### config.mk
export PLATFORM = sky130hd
export DESIGN_NAME = dma_chan_regs
export DESIGN_NICKNAME = d
export VERILOG_FILES = /design/src/rtl/dma_chan_regs_pkg.sv /design/src/rtl/dma_chan_regs_ctrl.sv /design/src/rtl/dma_chan_regs_dp.sv /design/src/rtl/dma_chan_regs.sv
export SDC_FILE = /design/constraint.sdc
export NUM_CORES = 1
export LEC_CHECK = 0
export BUFFER_PORTS_ARGS = -buffer_cell sky130_fd_sc_hd__buf_4
export CORE_AREA = 2 2 75 77
export CTS_BUF_LIST = sky130_fd_sc_hd__clkbuf_4
export DETAILED_ROUTE_END_ITERATION = 10
export DIE_AREA = 0 0 77 79
export GPL_TIMING_DRIVEN = 1
export PLACE_DENSITY_LB_ADDON = 0.2
export SKIP_CTS_REPAIR_TIMING = 1
export SLEW_MARGIN = 20
export SYNTH_ARGS = -nofsm -noshare
export SYNTH_HDL_FRONTEND = slang
export SYNTH_SLANG_ARGS = --single-unit
### constraint.sdc
create_clock -name clk -period 1.6 [get_ports clk]
set_input_delay 0.48 -clock clk [delete_from_list [all_inputs] [get_ports clk]]
set_output_delay 0.48 -clock clk [all_outputs]
set_load 0.02 [all_outputs]
### src/rtl/dma_chan_regs_pkg.sv
package dma_chan_regs_pkg;
  // command byte bit positions (software decodes these)
  localparam int CMD_GO    = 0;
  localparam int CMD_TOMEM = 3;
  // status byte bit positions
  localparam int ST_ACT  = 0;
  localparam int ST_ERR  = 1;
  localparam int ST_IRQ  = 2;
  localparam int ST_CAP0 = 5;
  localparam int ST_CAP1 = 6;
  // byte lane of the control word that carries the status byte
  localparam int STAT_LANE = 2;

  typedef struct packed {
    logic cmdWr;   // command byte written
    logic statWr;  // status byte written
    logic arm;     // go bit rises
    logic halt;    // go bit written as zero
  } ctlStrobe_t;
endpackage

### src/rtl/dma_chan_regs_ctrl.sv
module dma_chan_regs_ctrl
  import dma_chan_regs_pkg::*;
#(
  parameter int ADDR_W = 3,
  parameter int LANES  = 4
) (
  input  logic              wrEn,
  input  logic [ADDR_W-1:0] regAddr,
  input  logic [LANES-1:0]  byteEn,
  input  logic              goData,
  input  logic              goNow,
  output ctlStrobe_t        strobe,
  output logic [LANES-1:0]  ptrLaneWr
);
  localparam int WORD_BIT = $clog2(LANES);

  logic ctlWord;
  logic ptrWord;

  assign ctlWord = wrEn && (regAddr[WORD_BIT] == 1'b0);
  assign ptrWord = wrEn && (regAddr[WORD_BIT] == 1'b1);

  always_comb begin
    strobe.cmdWr  = ctlWord && byteEn[0];
    strobe.statWr = ctlWord && byteEn[STAT_LANE];
    strobe.arm    = strobe.cmdWr && goData && !goNow;
    strobe.halt   = strobe.cmdWr && !goData;
  end

  assign ptrLaneWr = ptrWord ? byteEn : '0;
endmodule

### src/rtl/dma_chan_regs_dp.sv
module dma_chan_regs_dp
  import dma_chan_regs_pkg::*;
#(
  parameter int ADDR_W = 3,
  parameter int DATA_W = 32
) (
  input  logic                clk,
  input  logic                rstN,
  input  ctlStrobe_t          strobe,
  input  logic [DATA_W/8-1:0] ptrLaneWr,
  input  logic [DATA_W-1:0]   wrData,
  input  logic [ADDR_W-1:0]   regAddr,
  input  logic                engDone,
  input  logic                engErr,
  input  logic                devIrq,
  output logic                goNow,
  output logic [DATA_W-1:0]   rdData,
  output logic                actFlag,
  output logic                toMem,
  output logic                irqFlag,
  output logic                okFlag,
  output logic [DATA_W-1:0]   ptrOut
);
  localparam int LANES    = DATA_W / 8;
  localparam int WORD_BIT = $clog2(LANES);
  localparam int SB       = 8 * STAT_LANE;

  logic       goQ, toMemQ, actQ, errQ, irqQ;
  logic [1:0] capQ;
  logic [DATA_W-1:0] ptrQ;
  logic [7:0] cmdByte, statByte;

  // command byte
  always_ff @(posedge clk or negedge rstN) begin
    if (!rstN) begin
      goQ    <= 1'b0;
      toMemQ <= 1'b0;
    end else if (strobe.cmdWr) begin
      goQ    <= wrData[CMD_GO];
      toMemQ <= wrData[CMD_TOMEM];
    end
  end

  // active flag: arming beats end of table
  always_ff @(posedge clk or negedge rstN) begin
    if (!rstN)                        actQ <= 1'b0;
    else if (strobe.arm)              actQ <= 1'b1;
    else if (strobe.halt || engDone)  actQ <= 1'b0;
  end

  // sticky flags: a set pulse beats a clearing write
  always_ff @(posedge clk or negedge rstN) begin
    if (!rstN) begin
      errQ <= 1'b0;
      irqQ <= 1'b0;
    end else begin
      if (engErr)                                 errQ <= 1'b1;
      else if (strobe.statWr && wrData[SB+ST_ERR]) errQ <= 1'b0;
      if (devIrq)                                 irqQ <= 1'b1;
      else if (strobe.statWr && wrData[SB+ST_IRQ]) irqQ <= 1'b0;
    end
  end

  // per-drive capability flags
  always_ff @(posedge clk or negedge rstN) begin
    if (!rstN)              capQ <= 2'b00;
    else if (strobe.statWr) capQ <= {wrData[SB+ST_CAP1], wrData[SB+ST_CAP0]};
  end

  // descriptor table pointer, one register per byte lane
  for (genvar ln = 0; ln < LANES; ln++) begin : g_ptrLane
    always_ff @(posedge clk or negedge rstN) begin
      if (!rstN)              ptrQ[8*ln +: 8] <= 8'h00;
      else if (ptrLaneWr[ln]) ptrQ[8*ln +: 8] <= wrData[8*ln +: 8];
    end
  end

  always_comb begin
    cmdByte            = 8'h00;
    cmdByte[CMD_GO]    = goQ;
    cmdByte[CMD_TOMEM] = toMemQ;
    statByte           = 8'h00;
    statByte[ST_ACT]   = actQ;
    statByte[ST_ERR]   = errQ;
    statByte[ST_IRQ]   = irqQ;
    statByte[ST_CAP0]  = capQ[0];
    statByte[ST_CAP1]  = capQ[1];
  end

  always_comb begin
    rdData = '0;
    if (regAddr[WORD_BIT]) begin
      rdData = ptrQ;
    end else begin
      rdData[7:0]     = cmdByte;
      rdData[SB +: 8] = statByte;
    end
  end

  assign goNow   = goQ;
  assign actFlag = actQ;
  assign toMem   = toMemQ;
  assign irqFlag = irqQ;
  assign okFlag  = (statByte[2:0] == 3'b100);
  assign ptrOut  = ptrQ;
endmodule

### src/rtl/dma_chan_regs.sv
module dma_chan_regs
  import dma_chan_regs_pkg::*;
#(
  parameter int ADDR_W = 3,
  parameter int DATA_W = 32
) (
  input  logic                clk,
  input  logic                rstN,
  input  logic [ADDR_W-1:0]   regAddr,
  input  logic                wrEn,
  input  logic [DATA_W/8-1:0] byteEn,
  input  logic [DATA_W-1:0]   wrData,
  output logic [DATA_W-1:0]   rdData,
  input  logic                engDone,
  input  logic                engErr,
  input  logic                devIrq,
  output logic                xferRun,
  output logic                xferToMem,
  output logic                irqOut,
  output logic                xferOk,
  output logic [DATA_W-1:0]   tablePtr
);
  localparam int LANES = DATA_W / 8;

  ctlStrobe_t       strobe;
  logic [LANES-1:0] ptrLaneWr;
  logic             goNow;

  dma_chan_regs_ctrl #(.ADDR_W(ADDR_W), .LANES(LANES)) u_ctrl (
    .wrEn      (wrEn),
    .regAddr   (regAddr),
    .byteEn    (byteEn),
    .goData    (wrData[CMD_GO]),
    .goNow     (goNow),
    .strobe    (strobe),
    .ptrLaneWr (ptrLaneWr)
  );

  dma_chan_regs_dp #(.ADDR_W(ADDR_W), .DATA_W(DATA_W)) u_dp (
    .clk       (clk),
    .rstN      (rstN),
    .strobe    (strobe),
    .ptrLaneWr (ptrLaneWr),
    .wrData    (wrData),
    .regAddr   (regAddr),
    .engDone   (engDone),
    .engErr    (engErr),
    .devIrq    (devIrq),
    .goNow     (goNow),
    .rdData    (rdData),
    .actFlag   (xferRun),
    .toMem     (xferToMem),
    .irqFlag   (irqOut),
    .okFlag    (xferOk),
    .ptrOut    (tablePtr)
  );
endmodule

==> results of run 1 <==
## cell families after synthesis
group                  share of synthesized area, %
AOI/OAI and AO/OA                              1.46
DFF                                            54.1
buffers and inverters                          1.87
muxes                                          27.2
and+or+nand+nor                                15.4
## worst paths after layout
kind	cells past startpoint	slack, ns	to
worst min-delay path	1	0.1	u_dp.ptrOut[31]
worst min register to register	1	0.52	u_dp.capQ[0]
max in group asynchronous	1	1.17	u_dp.toMem
worst max register to register	2	0.69	u_dp.actFlag
min in group clk	2	0.37	u_dp.ptrOut[7]
worst max-delay path	3	-0.08	rdData[21]
## power groups by stage
stage / logic (mW) / clock network (mW) / registers [mW]
detailed placement: 1.21 / 0 / 1.31
global route: 1.33 / 0.696 / 1.32
floorplan: 0.446 / 0 / 1.49
CTS: 1.22 / 0.663 / 1.29
finish: 1.25 / 0.632 / 1.29
global placement: 1.20 / 0 / 1.31
## critical path, stage by stage
cell	delay, ns
buf_4	0.21
mux2_2	0.36
buf_4	0.16
## final cells by class
| cell class | instances | area, um2 | share of cell area [%] |
|---|---|---|---|
| Tap cell | 72 | 90.1 | 3.14 |
| Multi-Input combinational cell | 82 | 811 | 28.3 |
| Clock inverter | 1 | 30.0 | 1.05 |
| Timing Repair Buffer | 119 | 916 | 31.9 |
| Clock buffer | 6 | 45.0 | 1.57 |
| Sequential cell | 39 | 976 | 34.0 |
## registers in the layout, summed over array words and instances (netlist names)
name          flops
u_dp.irqFlag      1
u_dp.errQ         1
u_dp.actFlag      1
u_dp.ptrOut      32
u_dp.toMem        1
u_dp.capQ         2
u_dp.goNow        1
## metal layers
metal  share of wire [%]  global-route usage, %
met2                  49                   22.5
met3                 8.1                   3.86
met5                   0                      0
met4                0.83                   4.82
met1                  42                   16.7
## cells in the final DEF, fill, tap and decap left out, drive strengths merged
cell and n:
nand2b 2, nor2b 1, and2 25, mux2 43, nor3b 1, nand3b 2, o22a 3, clkbuf 6
nor4bb 1, buf 119, nand3 4, bufinv 1, dfrtp 39
==> results.md, run 1 <==
* Status: finished, violations left
* Violated checks: setup timing
* RSZ-0062 raised after global routing: yes
* Sw frac at 32.0%
* Post-DP Area at 0.00272 mm2
* Post-Route WL at 4210 um
* DRT Pass-1 Iters at 4
* Sequential area share after synthesis at 54.1%
* Slew headroom at 68.6%
* CP endpoint kind: primary output
* Post-synth design cell area at 0.00181 mm2
* Fin cells at 319
* Effective utilization at floorplan at 33.8%
* Final Cell Area at 0.00287 mm2
* Critical path type: in -> out
* Post-synth ARST share at 100%
* Net Sw Power at 1.02 mW
* Vias in the first global route at 1371
* Post-DRT Antenna Nets at 0
* Cells after Synth at 126
* Seq pwr share at 40.7%
* Total power at 3.17 mW
* FILL cells at 498
* Worst-path maximum fanout at 11
* Core ar. at 0.00534 mm2
* Clock root buffer: clkbuf_4
* EDFF count, synth at 0
* Number of buffers added on ports at 110
* Post-DP HPWL at 3160 um
* Via count at 1394
* DIE HEIGHT at 79 um
* Max_cap viols at 0
* Fin crit share at 105%
* Site Rows at 27
* GR Overflow Total at 0
* Clk pwr share at 19.9%
* Clk_skew at 0.0000187 ns
* VDD IR-drop max at 0.658 mV
* Number of synthesized register bits at 39
* Leak pwr at 1.40 nW
* Top-area cell type share of the netlist area at 54.1%
* Final core utilization at 53.7%
* FMAX at 0.594 GHz
* Most frequent cell after synthesis: mux2_2
* Data required time of the critical path at 1.12 ns
* Min-Delay Path Class: in -> async
* Clock-pin slew on the worst setup and hold paths at 0.11 ns
* Min Hold Slack at 0.0959 ns
* Die footprint at 0.00608 mm2
* Placed cell count at 307
* Worst EP arrival at 1.20 ns
* # IOs at 113
* Synth Warn # at 0
* Internal power at 2.16 mW
* CTS tree: built
* CTS Buffer Depth at 2
* Largest net degree at the start of global routing at 40
* Placer Congestion at 0.678
* Area delta synth->final at 58.8%
* Setup WS pre-CTS at -0.0675 ns
* Clk_lat worst skew at 0.32 ns
* Setup violators final at 15
* Top cells by count, synth: mux2_2, dfrtp_1, and2_1, nand3_4, o22a_1
* Vias per cell at 4.37
* Yosys cell types at 14
* Ys flop type: dfrtp_1
* Critical Path Source: regAddr[2]
* Pwr dens at 1110 mW/mm2
* Die X-Extent at 77 um
* Reg-to-reg startpoint: u_dp.goNow
* First-pass GRT wire length at 6510 um
* Average routed wire per standard cell at 13.2 um
* TNS Setup at -0.442 ns
* Top cells by area, synth: dfrtp_1, mux2_2, and2_1
* H-tree depth at 2
* Mapped Nets at 171
* DRT iter0 DRCs at 29
* Final worst setup slack at -0.0831 ns
* Fraction of layout cells with a size suffix above 1 at 70.0%
* Nets at 292
* Antenna fix cells at 0
* Combinational Power Share at 39.4%
* GRT Util Overall at 13.5%
* Area leader, netlist: dfrtp_1
* Worst setup SP type: primary input
* Slew Viols, Final at 0
* Tmin final at 1.68 ns
* DRC errors left at 0
* Avg Cell Area, Syn at 14.3 um2
* Endpoints failing hold at 0
* Clk sink count at 39
* Initial antenna violation count at 0
* CTS Buf Count at 5
* Worst-margin pin slew at 0.471 ns
Note: power is estimated with default switching activity, not from simulation.
==> inputs of run 2 (changes only) <==
--- a/config.mk
+++ b/config.mk
@@ -11,7 +11,7 @@
 export DETAILED_ROUTE_END_ITERATION = 10
 export DIE_AREA = 0 0 77 79
 export GPL_TIMING_DRIVEN = 1
-export PLACE_DENSITY_LB_ADDON = 0.2
+export PLACE_DENSITY = 0.79
 export SKIP_CTS_REPAIR_TIMING = 1
 export SLEW_MARGIN = 20
 export SYNTH_ARGS = -nofsm -noshare
==> constraint.sdc (replaced) <==
create_clock -name clk -period 1.6 [get_ports clk]
set_input_delay 0.24 -clock clk [delete_from_list [all_inputs] [get_ports clk]]
set_output_delay 0.24 -clock clk [all_outputs]
set_load 0.02 [all_outputs]
==> results.md, run 2 (synthesis gave the netlist of run 1 again) <==
* Effective utilization at floorplan at 33.8%
* Seq pwr share at 43.7%
* Total power at 2.94 mW
* Max reg flops at 32
* DIE HEIGHT at 79 um
* Status: finished, final reports clean
* Core ar. at 0.00534 mm2
* Clock-pin slew on the worst setup and hold paths at 0.10 ns
* # IOs at 113
* FILL cells at 526
* DRC errors left at 0
* Data required time of the critical path at 1.36 ns
* Most common cell after layout, fill and taps aside: buf_4
* Slew Viols, Final at 0
* TNS Setup at 0 ns
* Placed cell count at 303
* Sequential Area at 976 um2
* Internal power at 1.95 mW
* Min-Delay Path Depth at 2
* Post-DP HPWL at 3100 um
* GR Overflow Total at 0
* Reg-to-reg endpoint: u_dp.actFlag
* Setup violators final at 0
* Initial antenna violation count at 0
* Fin cells at 310
* Leak pwr at 1.32 nW
* Multi-input logic area at 796 um2
* CTS Buffer Depth at 2
* Nets at 284
* Crit path largest cell delay at 0.43 ns
* DRT Pass-1 Iters at 4
* VDD IR-drop max at 0.470 mV
* Site Rows at 27
* CTS Buf Count at 5
* Min Hold Slack at 0.134 ns
* DRT iter0 DRCs at 21
* Endpoints failing hold at 0
* Clk sink count at 39
* Most frequent cells in the layout: buf_4, mux2_2, dfrtp_1
* CP endpoint kind: primary output
* Antenna fix cells at 0
* Clk_lat worst skew at 0.32 ns
* Die footprint at 0.00608 mm2
* CTS tree: built
* Clock root buffer: clkbuf_4
* Slew headroom at 67.0%
* Area delta synth->final at 51.9%
* HP Start: engErr
* First-pass GRT wire length at 6720 um
* Hold EP: u_dp.errQ
* Max_cap viols at 0
* Sw frac at 33.9%
* Critical Path Source: u_dp.actFlag
* Clk_skew at 0.0000700 ns
* Crit-path leading delay family: flip-flops
* R2R Setup Slk at 0.70 ns
* CP Buf/Inv Count at 1
* Fraction of layout cells with a size suffix above 1 at 68.5%
* Net Sw Power at 0.999 mW
* H-tree depth at 2
* Min-Delay Path Class: in -> reg
* Vias in the first global route at 1405
* Worst EP arrival at 1.17 ns
* Pwr dens at 1070 mW/mm2
* Average routed wire per standard cell at 13.5 um
* Post-DRT Antenna Nets at 0
* Critical path cell sequence: mux2_2 > buf_4
* Number of buffers added on ports at 110
* Tmin final at 1.41 ns
* GRT Util Overall at 14.1%
* Vias per cell at 4.54
* Worst reg-to-reg path cell count at 2
* FMAX at 0.708 GHz
* Fin crit share at 88.3%
* Slowest-stage cell, CP: dfrtp_1
* RSZ-0062 raised after global routing: no
* Combinational Power Share at 40.7%
* Reg-to-reg startpoint: u_dp.goNow
* Post-Route WL at 4180 um
* Critical path type: reg -> out
* Largest net degree at the start of global routing at 40
* Worst-path maximum fanout at 4
* Worst setup SP type: flop
* Placer Congestion at 0.683
* Clk pwr share at 15.6%
* Via count at 1407
* Die X-Extent at 77 um
* Worst-margin pin slew at 0.495 ns
## run 2: changes by cell type in the layout (fill, tap and decap cells not counted)
cell,delta
bufinv_16,-1
mux2_2,+4
buf_6,-4
buf_8,-1
buf_4,-4
dlygate4sd3_1,+1
mux2_4,-4
## run 2: worst max path at each step
stage / endpoint / cells past startpoint
after floorplan: xferOk / 1
after global placement: rdData[21] / 3
after detailed placement: rdData[0] / 3
after CTS: rdData[16] / 2
after global routing: rdData[16] / 2
final: rdData[16] / 2
## run 2: cell type report
type,instances,area share [%]
sequential,39,35.6
tap,72,3.28
timing repair buffer,111,30.5
multi-input combinational,82,29.0
clock buffer,6,1.64
## run 2: power groups by stage
stage               registers, mW  clock network, mW  logic [mW]
floorplan                    1.49                  0       0.446
global placement             1.30                  0        1.19
detailed placement           1.31                  0        1.21
CTS                          1.29              0.496        1.21
global route                 1.32              0.528        1.27
finish                       1.29              0.460        1.20
## run 2: worst reg2reg max path, stage by stage (launching register included)
cell	delay [ns]
dfrtp_1	0.42
nor4bb_1	0.28
o22a_1	0.15
## run 2: through the flow
| stage | worst slack, ns | instance area, um2 | utilization (%) |
|---|---|---|---|
| detailed placement | 0.180 | 2690 | 50.4 |
| global placement | 0.213 | 2690 | 50.4 |
| finish | 0.187 | 2740 | 51.4 |
| CTS | 0.150 | 2730 | 51.2 |
| global route | 0.116 | 2740 | 51.4 |
| floorplan | 0.340 | 1810 | - |
## run 2: per-layer routing
metal	global-route usage (%)	vias up	share of wire, %
li1	-	665	-
met1	16.5	686	40
met2	25.1	52	53
met3	2.84	4	5.8
met4	5.89	0	0.79
met5	0	-	0
